## config.mk

```make
export PLATFORM = sky130hd
export DESIGN_NAME = irq_router
export DESIGN_NICKNAME = d
export VERILOG_FILES = /design/src/rtl/irq_router_pkg.sv /design/src/rtl/irq_fixed_arb.sv /design/src/rtl/irq_level_arb.sv /design/src/rtl/irq_route_reg.sv /design/src/rtl/irq_router.sv
export SDC_FILE = /design/constraint.sdc
export NUM_CORES = 1
export LEC_CHECK = 0
export BUFFER_PORTS_ARGS = -buffer_cell sky130_fd_sc_hd__buf_2
export CAP_MARGIN = 20
export CORE_ASPECT_RATIO = 0.6
export CORE_MARGIN = 4
export CORE_UTILIZATION = 45
export CTS_CLUSTER_SIZE = 20
export DETAILED_ROUTE_END_ITERATION = 8
export PLACE_DENSITY_LB_ADDON = 0.05
export REMOVE_ABC_BUFFERS = 1
export SETUP_SLACK_MARGIN = 0.02
export SYNTH_ARGS = -nofsm -noshare
export SYNTH_HDL_FRONTEND = slang
export SYNTH_HIERARCHICAL = 1
export SYNTH_SLANG_ARGS = --single-unit
```

## constraint.sdc

```tcl
create_clock -name clk -period 12.7 [get_ports clk]
set_input_delay 1.905 -clock clk [delete_from_list [all_inputs] [get_ports clk]]
set_output_delay 1.905 -clock clk [all_outputs]
set_load 0.01 [all_outputs]
```

## src/rtl/irq_router_pkg.sv

```systemverilog
package irq_router_pkg;

  typedef enum logic {
    PRI_GLOBAL  = 1'b0,
    PRI_PER_SRC = 1'b1
  } pri_mode_e;

  // A completed transfer hands the source to the CPU when either flag is set.
  function automatic logic completes_to_cpu(input logic chain, input logic cnt_zero);
    return chain | cnt_zero;
  endfunction

endpackage

```

## src/rtl/irq_fixed_arb.sv

```systemverilog
module irq_fixed_arb #(
  parameter int N  = 8,
  parameter int IW = 3
) (
  input  logic [N-1:0]  req,
  output logic          any,
  output logic [IW-1:0] idx
);
  // Lowest set index wins; scan downward so the last hit is the lowest.
  always_comb begin
    any = 1'b0;
    idx = '0;
    for (int i = N - 1; i >= 0; i--) begin
      if (req[i]) begin
        any = 1'b1;
        idx = IW'(i);
      end
    end
  end
endmodule

```

## src/rtl/irq_level_arb.sv

```systemverilog
module irq_level_arb #(
  parameter int N  = 8,
  parameter int IW = 3,
  parameter int PW = 3
) (
  input  logic [N-1:0]    req,
  input  logic [N*PW-1:0] pri,
  output logic            any,
  output logic [IW-1:0]   idx,
  output logic [PW-1:0]   best
);
  // Strictly-greater replace keeps the lowest index on equal levels.
  always_comb begin
    any  = 1'b0;
    idx  = '0;
    best = '0;
    for (int i = 0; i < N; i++) begin
      if (req[i] && (!any || (pri[i*PW +: PW] > best))) begin
        any  = 1'b1;
        idx  = IW'(i);
        best = pri[i*PW +: PW];
      end
    end
  end
endmodule

```

## src/rtl/irq_route_reg.sv

```systemverilog
module irq_route_reg #(
  parameter int N  = 8,
  parameter int IW = 3
) (
  input  logic          clk,
  input  logic          rst,
  input  logic          wr,
  input  logic [N-1:0]  wdata,
  input  logic          hw_clr_en,
  input  logic [IW-1:0] hw_clr_idx,
  output logic [N-1:0]  route_q
);
  logic [N-1:0] after_wr;
  logic [N-1:0] clr_mask;

  always_comb begin
    after_wr = wr ? wdata : route_q;
    clr_mask = hw_clr_en ? (N'(1) << hw_clr_idx) : '0;
  end

  always_ff @(posedge clk) begin
    if (rst) route_q <= '0;
    else     route_q <= after_wr & ~clr_mask;
  end

  // hardware clear beats a same-cycle software write
  p_hw_clear_wins_r12: assert property (@(posedge clk) disable iff (rst)
    hw_clr_en |=> !route_q[$past(hw_clr_idx)]);

endmodule

```

## src/rtl/irq_router.sv

```systemverilog
module irq_router #(
  parameter int N_SRC = 8,
  parameter int PRI_W = 3,
  localparam int IW   = (N_SRC > 1) ? $clog2(N_SRC) : 1
) (
  input  logic               clk,
  input  logic               rst,
  input  logic [N_SRC-1:0]   irq_req,
  output logic [N_SRC-1:0]   irq_clr,
  input  logic               route_wr,
  input  logic [N_SRC-1:0]   route_wdata,
  output logic [N_SRC-1:0]   route_state,
  input  logic               pri_mode,
  input  logic [N_SRC*PRI_W-1:0] src_pri,
  input  logic [PRI_W-1:0]   cpu_gpri,
  input  logic [PRI_W-1:0]   cpu_mask,
  output logic               dtc_req,
  output logic [IW-1:0]      dtc_vec,
  input  logic               dtc_ack,
  input  logic               dtc_chain,
  input  logic               dtc_cnt_zero,
  output logic               cpu_req,
  output logic [IW-1:0]      cpu_vec,
  input  logic               cpu_ack
);
  import irq_router_pkg::*;

  logic [N_SRC-1:0]       route_q;
  logic [N_SRC-1:0]       clr_q;
  logic [N_SRC-1:0]       dtc_cand;
  logic [N_SRC-1:0]       cpu_cand;
  logic [N_SRC*PRI_W-1:0] eff_pri;
  pri_mode_e              mode;

  logic                   dtc_any;
  logic [IW-1:0]          dtc_idx;
  logic                   cpu_any;
  logic [IW-1:0]          cpu_idx;
  logic [PRI_W-1:0]       cpu_best;

  logic                   dtc_req_q, cpu_req_q;
  logic [IW-1:0]          dtc_vec_q, cpu_vec_q;
  logic                   dtc_done, cpu_done, handover, cpu_fire;

  assign mode = pri_mode_e'(pri_mode);

  // Sources whose clear pulse is in flight are withheld from both paths.
  always_comb begin
    dtc_cand = irq_req &  route_q & ~clr_q;
    cpu_cand = irq_req & ~route_q & ~clr_q;
  end

  generate
    for (genvar g = 0; g < N_SRC; g++) begin : g_eff
      assign eff_pri[g*PRI_W +: PRI_W] =
        (mode == PRI_PER_SRC) ? src_pri[g*PRI_W +: PRI_W] : cpu_gpri;
    end
  endgenerate

  irq_fixed_arb #(.N(N_SRC), .IW(IW)) u_dtc_arb (
    .req (dtc_cand),
    .any (dtc_any),
    .idx (dtc_idx)
  );

  irq_level_arb #(.N(N_SRC), .IW(IW), .PW(PRI_W)) u_cpu_arb (
    .req  (cpu_cand),
    .pri  (eff_pri),
    .any  (cpu_any),
    .idx  (cpu_idx),
    .best (cpu_best)
  );

  always_comb begin
    dtc_done = dtc_req_q & dtc_ack;
    cpu_done = cpu_req_q & cpu_ack;
    handover = dtc_done & completes_to_cpu(dtc_chain, dtc_cnt_zero);
    cpu_fire = cpu_any && (cpu_best > cpu_mask);
  end

  irq_route_reg #(.N(N_SRC), .IW(IW)) u_route (
    .clk        (clk),
    .rst        (rst),
    .wr         (route_wr),
    .wdata      (route_wdata),
    .hw_clr_en  (handover),
    .hw_clr_idx (dtc_vec_q),
    .route_q    (route_q)
  );

  // Transfer-engine strobe
  always_ff @(posedge clk) begin
    if (rst) begin
      dtc_req_q <= 1'b0;
      dtc_vec_q <= '0;
    end else if (dtc_req_q) begin
      if (dtc_ack) dtc_req_q <= 1'b0;
    end else if (dtc_any) begin
      dtc_req_q <= 1'b1;
      dtc_vec_q <= dtc_idx;
    end
  end

  // CPU strobe
  always_ff @(posedge clk) begin
    if (rst) begin
      cpu_req_q <= 1'b0;
      cpu_vec_q <= '0;
    end else if (cpu_req_q) begin
      if (cpu_ack) cpu_req_q <= 1'b0;
    end else if (cpu_fire) begin
      cpu_req_q <= 1'b1;
      cpu_vec_q <= cpu_idx;
    end
  end

  // Clear pulses: released transfers and CPU acknowledges may merge.
  always_ff @(posedge clk) begin
    if (rst) begin
      clr_q <= '0;
    end else begin
      clr_q <= ((dtc_done && !handover) ? (N_SRC'(1) << dtc_vec_q) : '0)
             | (cpu_done ? (N_SRC'(1) << cpu_vec_q) : '0);
    end
  end

  assign irq_clr     = clr_q;
  assign route_state = route_q;
  assign dtc_req     = dtc_req_q;
  assign dtc_vec     = dtc_vec_q;
  assign cpu_req     = cpu_req_q;
  assign cpu_vec     = cpu_vec_q;

  // strobes fall after acknowledge and hold otherwise
  p_dtc_drop_r10: assert property (@(posedge clk) disable iff (rst)
    dtc_req && dtc_ack |=> !dtc_req);
  p_cpu_drop_r10: assert property (@(posedge clk) disable iff (rst)
    cpu_req && cpu_ack |=> !cpu_req);
  p_dtc_hold_r10: assert property (@(posedge clk) disable iff (rst)
    dtc_req && !dtc_ack |=> dtc_req && $stable(dtc_vec));
  p_cpu_hold_r10: assert property (@(posedge clk) disable iff (rst)
    cpu_req && !cpu_ack |=> cpu_req && $stable(cpu_vec));
  // a launched CPU request beat the mask
  p_cpu_above_mask_r8: assert property (@(posedge clk) disable iff (rst)
    $rose(cpu_req) |-> ($past(cpu_best) > $past(cpu_mask)));
  // plain completion pulses the serviced source
  p_release_clr_r3: assert property (@(posedge clk) disable iff (rst)
    dtc_req && dtc_ack && !dtc_chain && !dtc_cnt_zero |=> irq_clr[$past(dtc_vec)]);
  // hand-over sends no pulse unless the CPU also finished
  p_handover_quiet_r4: assert property (@(posedge clk) disable iff (rst)
    handover && !cpu_done |=> irq_clr == '0);
  // CPU acknowledge pulses its source
  p_cpu_clr_r11: assert property (@(posedge clk) disable iff (rst)
    cpu_req && cpu_ack |=> irq_clr[$past(cpu_vec)]);

endmodule

```

* After elaboration in Yosys (flattened, before gate mapping) *
Cells that the tools add are included.
W data, S select, Z words.

word-level totals
  register bits after elaboration = 24
  input port bits = 54
  output and inout port bits = 24
  word-level logic and storage cells = 114

cells by class
  magnitude comparators = 8
  shifts and indexed selects = 2
  multiplexer cells = 57
  bitwise gates (word level) = 15
  reductions and logical operators = 26

operators with widths
  operator               number
  $mux W3                28
  $and A8 B8 Y8          5
  $mux W8                4
  $gt A3 B3 Y1           8
  $not A8 Y8             3
  $mux W1                23
  $shl A1 B3 Y8 const A  2
  $logic_and A1 B1 Y1    9
  $logic_not A1 Y1       8
  $or A8 B8 Y8           1
  $logic_or A1 B1 Y1     7
  $mux W2                2
  $reduce_and A2 Y1      2
  $and A1 B1 Y1          3
  $not A1 Y1             2
  $or A1 B1 Y1           1

* Longest topological paths before layout *
Gate-level depths: netlist (run 1).

  depth after elaboration = 36
  depth in mapped cells = 55
  mapped depth without buffers = 51

* By module *
Netlist (run 1), hierarchy kept.

by module, submodules not included
  module         times used  cells an instance  area an instance (sq um)  seq. area each (sq um)
  irq_level_arb  1           156                1171.1                    0.0
  irq_router     1           154                1101.1                    320.3
  irq_route_reg  1           33                 362.8                     160.2
  irq_fixed_arb  1           13                 80.1                      0.0

* Worst setup path after synthesis (run 1) *
OpenSTA, ideal clock, no wires.

  path type = input port to flip-flop
  start = input port pri_mode
  end = register cpu_vec_q[0], in the netlist cpu_vec[0]
  setup time = 72 ps
  arrival = 11569 ps
  slack = 1059 ps
  stages = 54
  buffers on the path = 4
  cells stage by stage = clkbuf_1 > clkbuf_1 > nand2_1 > nand2_1 > nand2_1 > ha_1 > and3b_1 > o21a_1 > a21oi_1 > nor2_1 > ha_1 > nor2b_1 > o311a_1 > o21a_2 > o32a_1 > ha_1 > nand3_1 > o21ai_1 > [... 18 more ...] > a32oi_1 > o21a_4 > or2_4 > o22ai_2 > o21bai_1 > ha_1 > a21oi_1 > o21a_1 > o2bb2ai_4 > nor2_1 > nand2_2 > o22ai_1 > inv_1 > ha_1 > nand3_1 > o21ai_0 > nor4b_2 > mux2i_1

between the ends
  longest elaborated chain between the ends = 33
  elaborated cells between the ends (all ways) = 60
  classes of those cells = 8 x order compare; 30 x mux; 22 x reduce/logical

RTL lines
  what                                                     RTL line             RTL
  from (decl)                                              irq_router.sv:13     input logic pri_mode,
  $mux W3 *                                                irq_router.sv:56     (mode == PRI_PER_SRC) ? src_pri[g*PRI_W +: PRI_W] : cpu_gpri;
  via eff_pri[1]                                           irq_router.sv:32     logic [N_SRC*PRI_W-1:0] eff_pri;
  $mux W3 *                                                irq_level_arb.sv:18  if (req[i] && (!any || (pri[i*PW +: PW] > best))) begin
  $gt A3 B3 Y1                                             irq_level_arb.sv:18
  $logic_or A1 B1 Y1                                       irq_level_arb.sv:18
  $logic_and A1 B1 Y1                                      irq_level_arb.sv:18
  $mux W3 / $mux W1 (equally long branches)                irq_level_arb.sv:18
  $gt A3 B3 Y1 / $logic_not A1 Y1 (equally long branches)  irq_level_arb.sv:18
  [... 19 more ...]                                        -
  $gt A3 B3 Y1 / $logic_not A1 Y1 (equally long branches)  irq_level_arb.sv:18
  $logic_or A1 B1 Y1                                       irq_level_arb.sv:18
  $logic_and A1 B1 Y1                                      irq_level_arb.sv:18
  $mux W3 *                                                irq_level_arb.sv:18
  via cpu_best[0]                                          irq_router.sv:39     logic [PRI_W-1:0] cpu_best;
  $gt A3 B3 Y1 *                                           irq_router.sv:78     cpu_fire = cpu_any && (cpu_best > cpu_mask);
  $logic_and A1 B1 Y1 *                                    irq_router.sv:78
  $reduce_and A2 Y1 (no source line) *                     -
  to (signal assigned)                                     irq_router.sv:113    cpu_vec_q <= cpu_idx;
  to (decl)                                                irq_router.sv:42     logic [IW-1:0] dtc_vec_q, cpu_vec_q;

Mark *: on every way through the listed nets, which the timed path passes. The rest lies on a longest branch.
A chain may end at the register's enable or synchronous reset.

* Worst setup path in the final report (run 1) *
  start = input port pri_mode
  end = register cpu_vec_q[1], in the netlist cpu_vec[1]

between the ends
  elaborated cells between the ends (all ways) = 59
  classes of those cells = 8 x order compare; 29 x mux; 22 x reduce/logical

RTL lines
  what                                                     RTL line
  $mux W3 *                                                irq_router.sv:56
  via eff_pri[5]                                           irq_router.sv:32
  $gt A3 B3 Y1                                             irq_level_arb.sv:18
  $logic_or A1 B1 Y1                                       irq_level_arb.sv:18
  $logic_and A1 B1 Y1                                      irq_level_arb.sv:18
  $mux W3 / $mux W1 (equally long branches)                irq_level_arb.sv:18
  $gt A3 B3 Y1 / $logic_not A1 Y1 (equally long branches)  irq_level_arb.sv:18
  $logic_or A1 B1 Y1                                       irq_level_arb.sv:18
  [... 18 more ...]                                        -
  $gt A3 B3 Y1 / $logic_not A1 Y1 (equally long branches)  irq_level_arb.sv:18
  $logic_or A1 B1 Y1                                       irq_level_arb.sv:18
  $logic_and A1 B1 Y1                                      irq_level_arb.sv:18
  $mux W3 *                                                irq_level_arb.sv:18
  via cpu_best[1]                                          irq_router.sv:39
  $gt A3 B3 Y1 *                                           irq_router.sv:78
  $logic_and A1 B1 Y1 *                                    irq_router.sv:78
  $reduce_and A2 Y1 (no source line) *                     -

Marks and branches as above.

==> results of run 1 <==
==> repair_timing <==
action	4_1_cts	5_1_grt
hold buffers	0	0
endpoints found under the setup margin	0	4
setup buffers	0	0
resized for setup	0	4
==> worst max path at each step <==
stage / start / endpoint / slack, ns / cells after the start
after floorplan: irq_req[0] / cpu_vec[0] / 0.39 / 49
after global placement: irq_req[0] / cpu_req / 0.77 / 51
after detailed placement: irq_req[0] / cpu_vec[1] / 0.48 / 52
after CTS: irq_req[0] / cpu_vec[1] / 0.72 / 52
after global routing: pri_mode / cpu_vec[2] / 0.04 / 53
final: pri_mode / cpu_vec[1] / 0.82 / 52
==> state kept, by name, indices dropped and copies added, names as in the netlist <==
register,count
u_route/route_q,8
irq_clr,8
cpu_vec,3
dtc_req,1
cpu_req,1
dtc_vec,3
==> Yosys cell counts (all sizes together) (2+ instances only) <==
| master | number |
|---|---|
| or2 | 4 |
| o32ai | 2 |
| inv | 17 |
| nand3 | 9 |
| a311oi | 4 |
| a32oi | 3 |
| a21oi | 17 |
| and3b | 9 |
| a21o | 3 |
| dfxtp | 24 |
| a221oi | 3 |
| nor2 | 34 |
| o21ai | 8 |
| o22a | 6 |
| buf | 7 |
| mux2i | 14 |
| nor2b | 8 |
| nand2 | 66 |
| a211oi | 4 |
| o21bai | 2 |
| clkbuf | 8 |
| ha | 24 |
| or3 | 3 |
| or4 | 2 |
| a31oi | 3 |
| nor4 | 4 |
| o211ai | 3 |
| and4b | 2 |
| nor3 | 6 |
| o22ai | 5 |
| o21ba | 2 |
| a21boi | 2 |
| o21a | 5 |
| nor3b | 9 |
| nand2b | 16 |
| nand3b | 2 |
==> through the flow <==
stage               instance area, um2  utilization
floorplan                         2640            -
global route                      3270        0.573
finish                            3270        0.573
detailed placement                3200        0.562
global placement                  3200        0.562
CTS                               3250        0.569
==> worst max-delay path, delay by kind of cell <==
family / cells / cell delay, ns
buf+inv: 4 / 0.82
simple gates: 15 / 2.07
fa+ha+maj: 8 / 2.28
mux: 1 / 0.18
compound gates: 24 / 4.80
==> power groups by stage <==
| stage | registers, uW | logic [uW] | clock network, uW |
|---|---|---|---|
| 2_1_floorplan | 93.3 | 216 | 0 |
| 3_3_place_gp | 92.6 | 289 | 0 |
| 3_5_place_dp | 92.7 | 294 | 0 |
| 4_1_cts | 90.9 | 295 | 45.2 |
| 5_1_grt | 92.3 | 335 | 49.2 |
| 6_report | 91.2 | 299 | 45.0 |
==> final cells by class <==
cell class,instances,area (um2)
Tap cell,80,100
Multi-Input combinational cell,300,2110
Fill cell,562,2440
Inverter,17,63.8
Clock buffer,3,41.3
Sequential cell,24,480
Timing Repair Buffer,88,468
==> metal layers <==
metal,GRT usage,share of wire,vias up
met2,0.285,0.38,77
met1,0.339,0.55,1246
met4,0.0142,0.00093,0
met3,0.0320,0.067,2
met5,0,0,-
li1,-,-,1444
==> cells by family (layout without fill, tap and decap cells) <==
kind of cell / after synthesis / after routing
simple gates: 180 / 180
fa+ha+maj: 24 / 24
flops: 24 / 24
mux: 15 / 15
compound gates: 81 / 81
buf+inv: 32 / 108
==> impl_metrics.env, run 1 <==
export IMPL_status="finished, final reports clean"
export IMPL_gp_congestion=0.826
export IMPL_synth_avg_cell_area_um2=7.63
export IMPL_slew_headroom=0.409
export IMPL_clk_path_buf_depth=2
export IMPL_max_freq_ghz=0.0842
export IMPL_layout_common_cells="77 x buf_2, 65 x nand2_1, 32 x nor2_1"
export IMPL_cts_buffers_inserted=3
export IMPL_yosys_register_bits=24
export IMPL_fin_hold_ws_ns=0.510
export IMPL_wl_per_cell_um=14.7
export IMPL_r2r_end="cpu_vec[1]"
export IMPL_drc=0
export IMPL_cp_arrival_ns=12.08
export IMPL_hold_path_startpoint="cpu_vec[2]"
export IMPL_grt_pass1_wl_um=12000
export IMPL_num_antenna_cells=0
export IMPL_hold_viol=0
export IMPL_dieWidth_um=108
export IMPL_worst_pin_slew_ns=0.884
export IMPL_yosys_area_top_type_share=0.177
export IMPL_crit_slowest_cell="o32ai_4"
export IMPL_dp_hpwl_um=6320
export IMPL_finalPower_uw=435
export IMPL_setup_slack_ns=0.821
export IMPL_worst_setup_path_type="input pin to flop"
export IMPL_r2r_start="irq_clr[0]"
export IMPL_dr_pass1_iters=4
export IMPL_power_density_nw_per_um2=133
export IMPL_finalCriticalPeriod_ns=11.88
export IMPL_synth_edff_count=0
export IMPL_syn_inst=356
export IMPL_fp_row_count=21
export IMPL_cp_max_fo=15
export IMPL_finalCritPeriodShare=0.935
export IMPL_groute_usage_overall=0.207
export IMPL_die_area_um2=7380
export IMPL_yosys_mux_area_fraction=0.0558
export IMPL_port_buffers=77
export IMPL_synth_main_ff_cell="dfxtp_1"
export IMPL_setup_tns_ns=0
export IMPL_synth_top_family_by_area="simple AND/OR/NAND/NOR gates"
export IMPL_synthesis_area_um2=2720
export IMPL_final_cells=512
export IMPL_p_leak_uw=0.00157
export IMPL_synth_xor_area_frac=0
export IMPL_drtIter0Drc=192
export IMPL_swShare=0.451
export IMPL_start_util=0.476
export IMPL_io_pins=78
export IMPL_p_int_uw=239
export IMPL_grt_ovfl_total=0
export IMPL_antenna_found_initial=0
export IMPL_min_path_cells=2
export IMPL_synth_simple_gate_area_frac=0.357
export IMPL_core_area_um2=5700
export IMPL_synthDistinctLibCells=71
export IMPL_rsz0062_at_grt="no"
export IMPL_ys_seq_area_frac=0.177
export IMPL_wirelength_um=7510
export IMPL_place_ws_ns=0.475
export IMPL_regToRegSetupSlack_ns=2.30
export IMPL_htreeDepth=1
export IMPL_die_h_um=68.2
export IMPL_ys_warn_count=6
export IMPL_maxSlewViolCount=0
export IMPL_endpoint_kind="flop"
export IMPL_yosysTopAreaCell="dfxtp_1"
export IMPL_power_switching_uw=196
export IMPL_worstSkewPairLatency_ns=0.26
export IMPL_max_cap_violations=0
export IMPL_p_clk_frac=0.103
export IMPL_setup_viol=0
export IMPL_dp_cells=509
export IMPL_clock_skew_ns=0.00161
export IMPL_p_comb_frac=0.687
export IMPL_final_common_cell="buf_2"
export IMPL_drive_above_1_share=0.287
export IMPL_clockRootBuffer="clkbuf_8"
export IMPL_async_reset_ff_frac=0
export IMPL_syn2layout_area_growth_pct=20.3
export IMPL_holdPathEnd="cpu_vec[2]"
export IMPL_cts_tree="done"
export IMPL_hold_class="flop to flop"
export IMPL_detail_route_antenna_nets=0
export IMPL_cts_sink_count=24
export IMPL_cp_required_ns=12.90
export IMPL_start_kind="input pin"
export IMPL_synth_area_top_cells="dfxtp_1 18%, ha_1 11%, nand2_1 9.0%"
export IMPL_grt_max_degree=28
export IMPL_ir_drop_uv=88.6
export IMPL_worstRegToRegCells=51
export IMPL_num_vias=2769
export IMPL_detail_route_vias_per_cell=5.41
export IMPL_cp_common_cell="ha_1"
export IMPL_clk_pin_slew_worst_paths_ns=0.08
export IMPL_first_global_vias=2453
export IMPL_synth_fa_ha_area_frac=0.111
export IMPL_p_seq_frac=0.210
export IMPL_slowest_delay_ns=0.37
export IMPL_synth_compound_area_share=0.247
export IMPL_layout_nets=512
Power figures use the tool's default switching activity.
==> inputs of run 2 (changes only) <==
Settings changed: CORE_MARGIN 4 to not set, MAX_ROUTING_LAYER set to met4.
==> run 2 against run 1 <==
Effect of this change: register-to-register slack got worse by 0.19 ns; sequential power barely moved; flip-flop and latch count did not move; utilization rose by 0.53 points; largest cell class unchanged; die area fell by 14%; first-iteration DRC count fell by 19%; sequential share of layout area fell by 0.13 points; critical path depth did not move; highest routed layer unchanged.
==> impl_metrics.env, run 2 (same netlist as run 1, synthesis figures left out) <==
export IMPL_finalCriticalPeriod_ns=11.94
export IMPL_detail_route_antenna_nets=0
export IMPL_antenna_found_initial=0
export IMPL_hold_class="flop to flop"
export IMPL_setup_tns_ns=0
export IMPL_drive_above_1_share=0.295
export IMPL_min_path_cells=2
export IMPL_r2r_end="cpu_vec[2]"
export IMPL_p_int_uw=248
export IMPL_regToRegSetupSlack_ns=2.11
export IMPL_dieWidth_um=102
export IMPL_syn2layout_area_growth_pct=21.4
export IMPL_gp_congestion=0.880
export IMPL_worstSkewPairLatency_ns=0.26
export IMPL_num_antenna_cells=0
export IMPL_clock_skew_ns=0.00313
export IMPL_cp_required_ns=12.89
export IMPL_power_switching_uw=198
export IMPL_worstRegToRegCells=51
export IMPL_p_seq_frac=0.204
export IMPL_ctsHoldBuffers=0
export IMPL_cp_arrival_ns=12.14
export IMPL_setup_viol=0
export IMPL_wl_per_cell_um=14.6
export IMPL_dp_cells=506
export IMPL_first_global_vias=2529
export IMPL_grt_util_met1=0.384
export IMPL_clk_path_buf_depth=2
export IMPL_grt_ovfl_total=0
export IMPL_die_area_um2=6360
export IMPL_final_cells=514
export IMPL_clk_pin_slew_worst_paths_ns=0.08
export IMPL_grt_busiest_layer="met1"
export IMPL_max_cap_violations=0
export IMPL_fin_hold_ws_ns=0.526
export IMPL_final_common_cell="buf_2"
export IMPL_fp_row_count=21
export IMPL_groute_usage_overall=0.249
export IMPL_core_area_um2=5700
export IMPL_r2r_start="irq_clr[0]"
export IMPL_final_seq_area_um2=480
export IMPL_slowest_delay_ns=0.40
export IMPL_grt_use_met3=0.0338
export IMPL_die_h_um=62.2
export IMPL_status="finished, final reports clean"
export IMPL_grt_pass1_wl_um=12100
export IMPL_slew_headroom=0.367
export IMPL_swShare=0.444
export IMPL_ir_drop_uv=91.1
export IMPL_finalCritPeriodShare=0.940
export IMPL_cp_max_fo=27
export IMPL_cp_common_cell="ha_1"
export IMPL_maxSlewViolCount=0
export IMPL_drtIter0Drc=156
export IMPL_layout_common_cells="76 x buf_2, 65 x nand2_1, 32 x nor2_1"
export IMPL_clockRootBuffer="clkbuf_8"
export IMPL_p_clk_frac=0.116
export IMPL_drc=0
export IMPL_worst_pin_slew_ns=0.947
export IMPL_cts_buffers_inserted=3
export IMPL_io_pins=78
export IMPL_port_buffers=77
export IMPL_num_vias=2828
export IMPL_start_util=0.476
export IMPL_layout_nets=513
export IMPL_wirelength_um=7500
export IMPL_hold_viol=0
export IMPL_holdPathEnd="cpu_vec[2]"
export IMPL_htreeDepth=1
export IMPL_crit_slowest_cell="o32ai_4"
export IMPL_hold_path_startpoint="cpu_vec[2]"
export IMPL_grt_max_degree=28
export IMPL_cts_tree="done"
export IMPL_dr_pass1_iters=4
export IMPL_cts_sink_count=24
export IMPL_multi_input_area_um2=2130
export IMPL_max_freq_ghz=0.0837
export IMPL_p_comb_frac=0.680
export IMPL_num_fill_cells=565
export IMPL_start_kind="input pin"
export IMPL_grt_use_met2=0.356
export IMPL_power_density_nw_per_um2=136
export IMPL_endpoint_kind="flop"
export IMPL_p_leak_uw=0.00158
export IMPL_rsz0062_at_grt="no"
export IMPL_worst_setup_path_type="input pin to flop"
export IMPL_finalPower_uw=447
export IMPL_dp_hpwl_um=6160
export IMPL_detail_route_vias_per_cell=5.50
-- run 2: changes by cell type in the layout (fill, tap and decap cells not counted), sizes merged --
cell,delta
a21oi,+1
buf,-1
clkbuf,+2
-- run 2: power by group through the flow --
| stage | Sequential (uW) | Clock [uW] | Combinational (uW) |
|---|---|---|---|
| finish | 90.9 | 51.8 | 304 |
| CTS | 90.7 | 53.0 | 295 |
| global route | 92.5 | 55.9 | 340 |
| global placement | 92.4 | 0 | 286 |
| floorplan | 93.3 | 0 | 216 |
| detailed placement | 92.7 | 0 | 293 |
-- run 2: metrics by stage --
stage	setup slack [ns]	util	instance area, um2
after CTS	0.347	0.568	3240
after detailed placement	0.117	0.558	3180
after floorplan	0.388	-	2640
after global placement	0.451	0.558	3180
final	0.756	0.578	3300
after global routing	0.0540	0.578	3300
-- run 2: final cells by class --
type / instances / area share
tap: 80 / 0.0304
sequential: 24 / 0.146
timing repair buffer: 88 / 0.143
multi-input combinational: 301 / 0.645
clock buffer: 4 / 0.0167
inverter: 17 / 0.0194
-- run 2: worst max-delay path: cells and delay by family --
kind / cells / cell delay (ns)
AND/OR/NAND/NOR: 15 / 2.00
adder cells (fa/ha/maj): 8 / 2.33
multiplexers: 2 / 0.56
buffers and inverters: 3 / 0.62
AO/OA/AOI/OAI: 24 / 4.71
-- run 2: how the worst max path moves through the flow --
stage                from    endpoint  slack [ns]  depth (start not counted)
5_1_grt          pri_mode  cpu_vec[2]        0.05                         53
3_3_place_gp     pri_mode     cpu_req        0.45                         51
3_5_place_dp     pri_mode  cpu_vec[2]        0.12                         52
6_report         pri_mode  cpu_vec[2]        0.76                         52
4_1_cts          pri_mode  cpu_vec[2]        0.35                         52
2_1_floorplan  irq_req[0]  cpu_vec[0]        0.39                         49
-- run 2: per-layer routing --
metal / wire length [um] / up-vias
met5: 0 / -
met4: 13 / 0
met3: 331 / 2
met2: 2910 / 66
met1: 4240 / 1314
li1: - / 1446
-- run 2: repair_timing --
| item | CTS | global route |
|---|---|---|
| resized for setup | 0 | 7 |
| endpoints found under the setup margin | 0 | 4 |
| setup buffers | 0 | 3 |
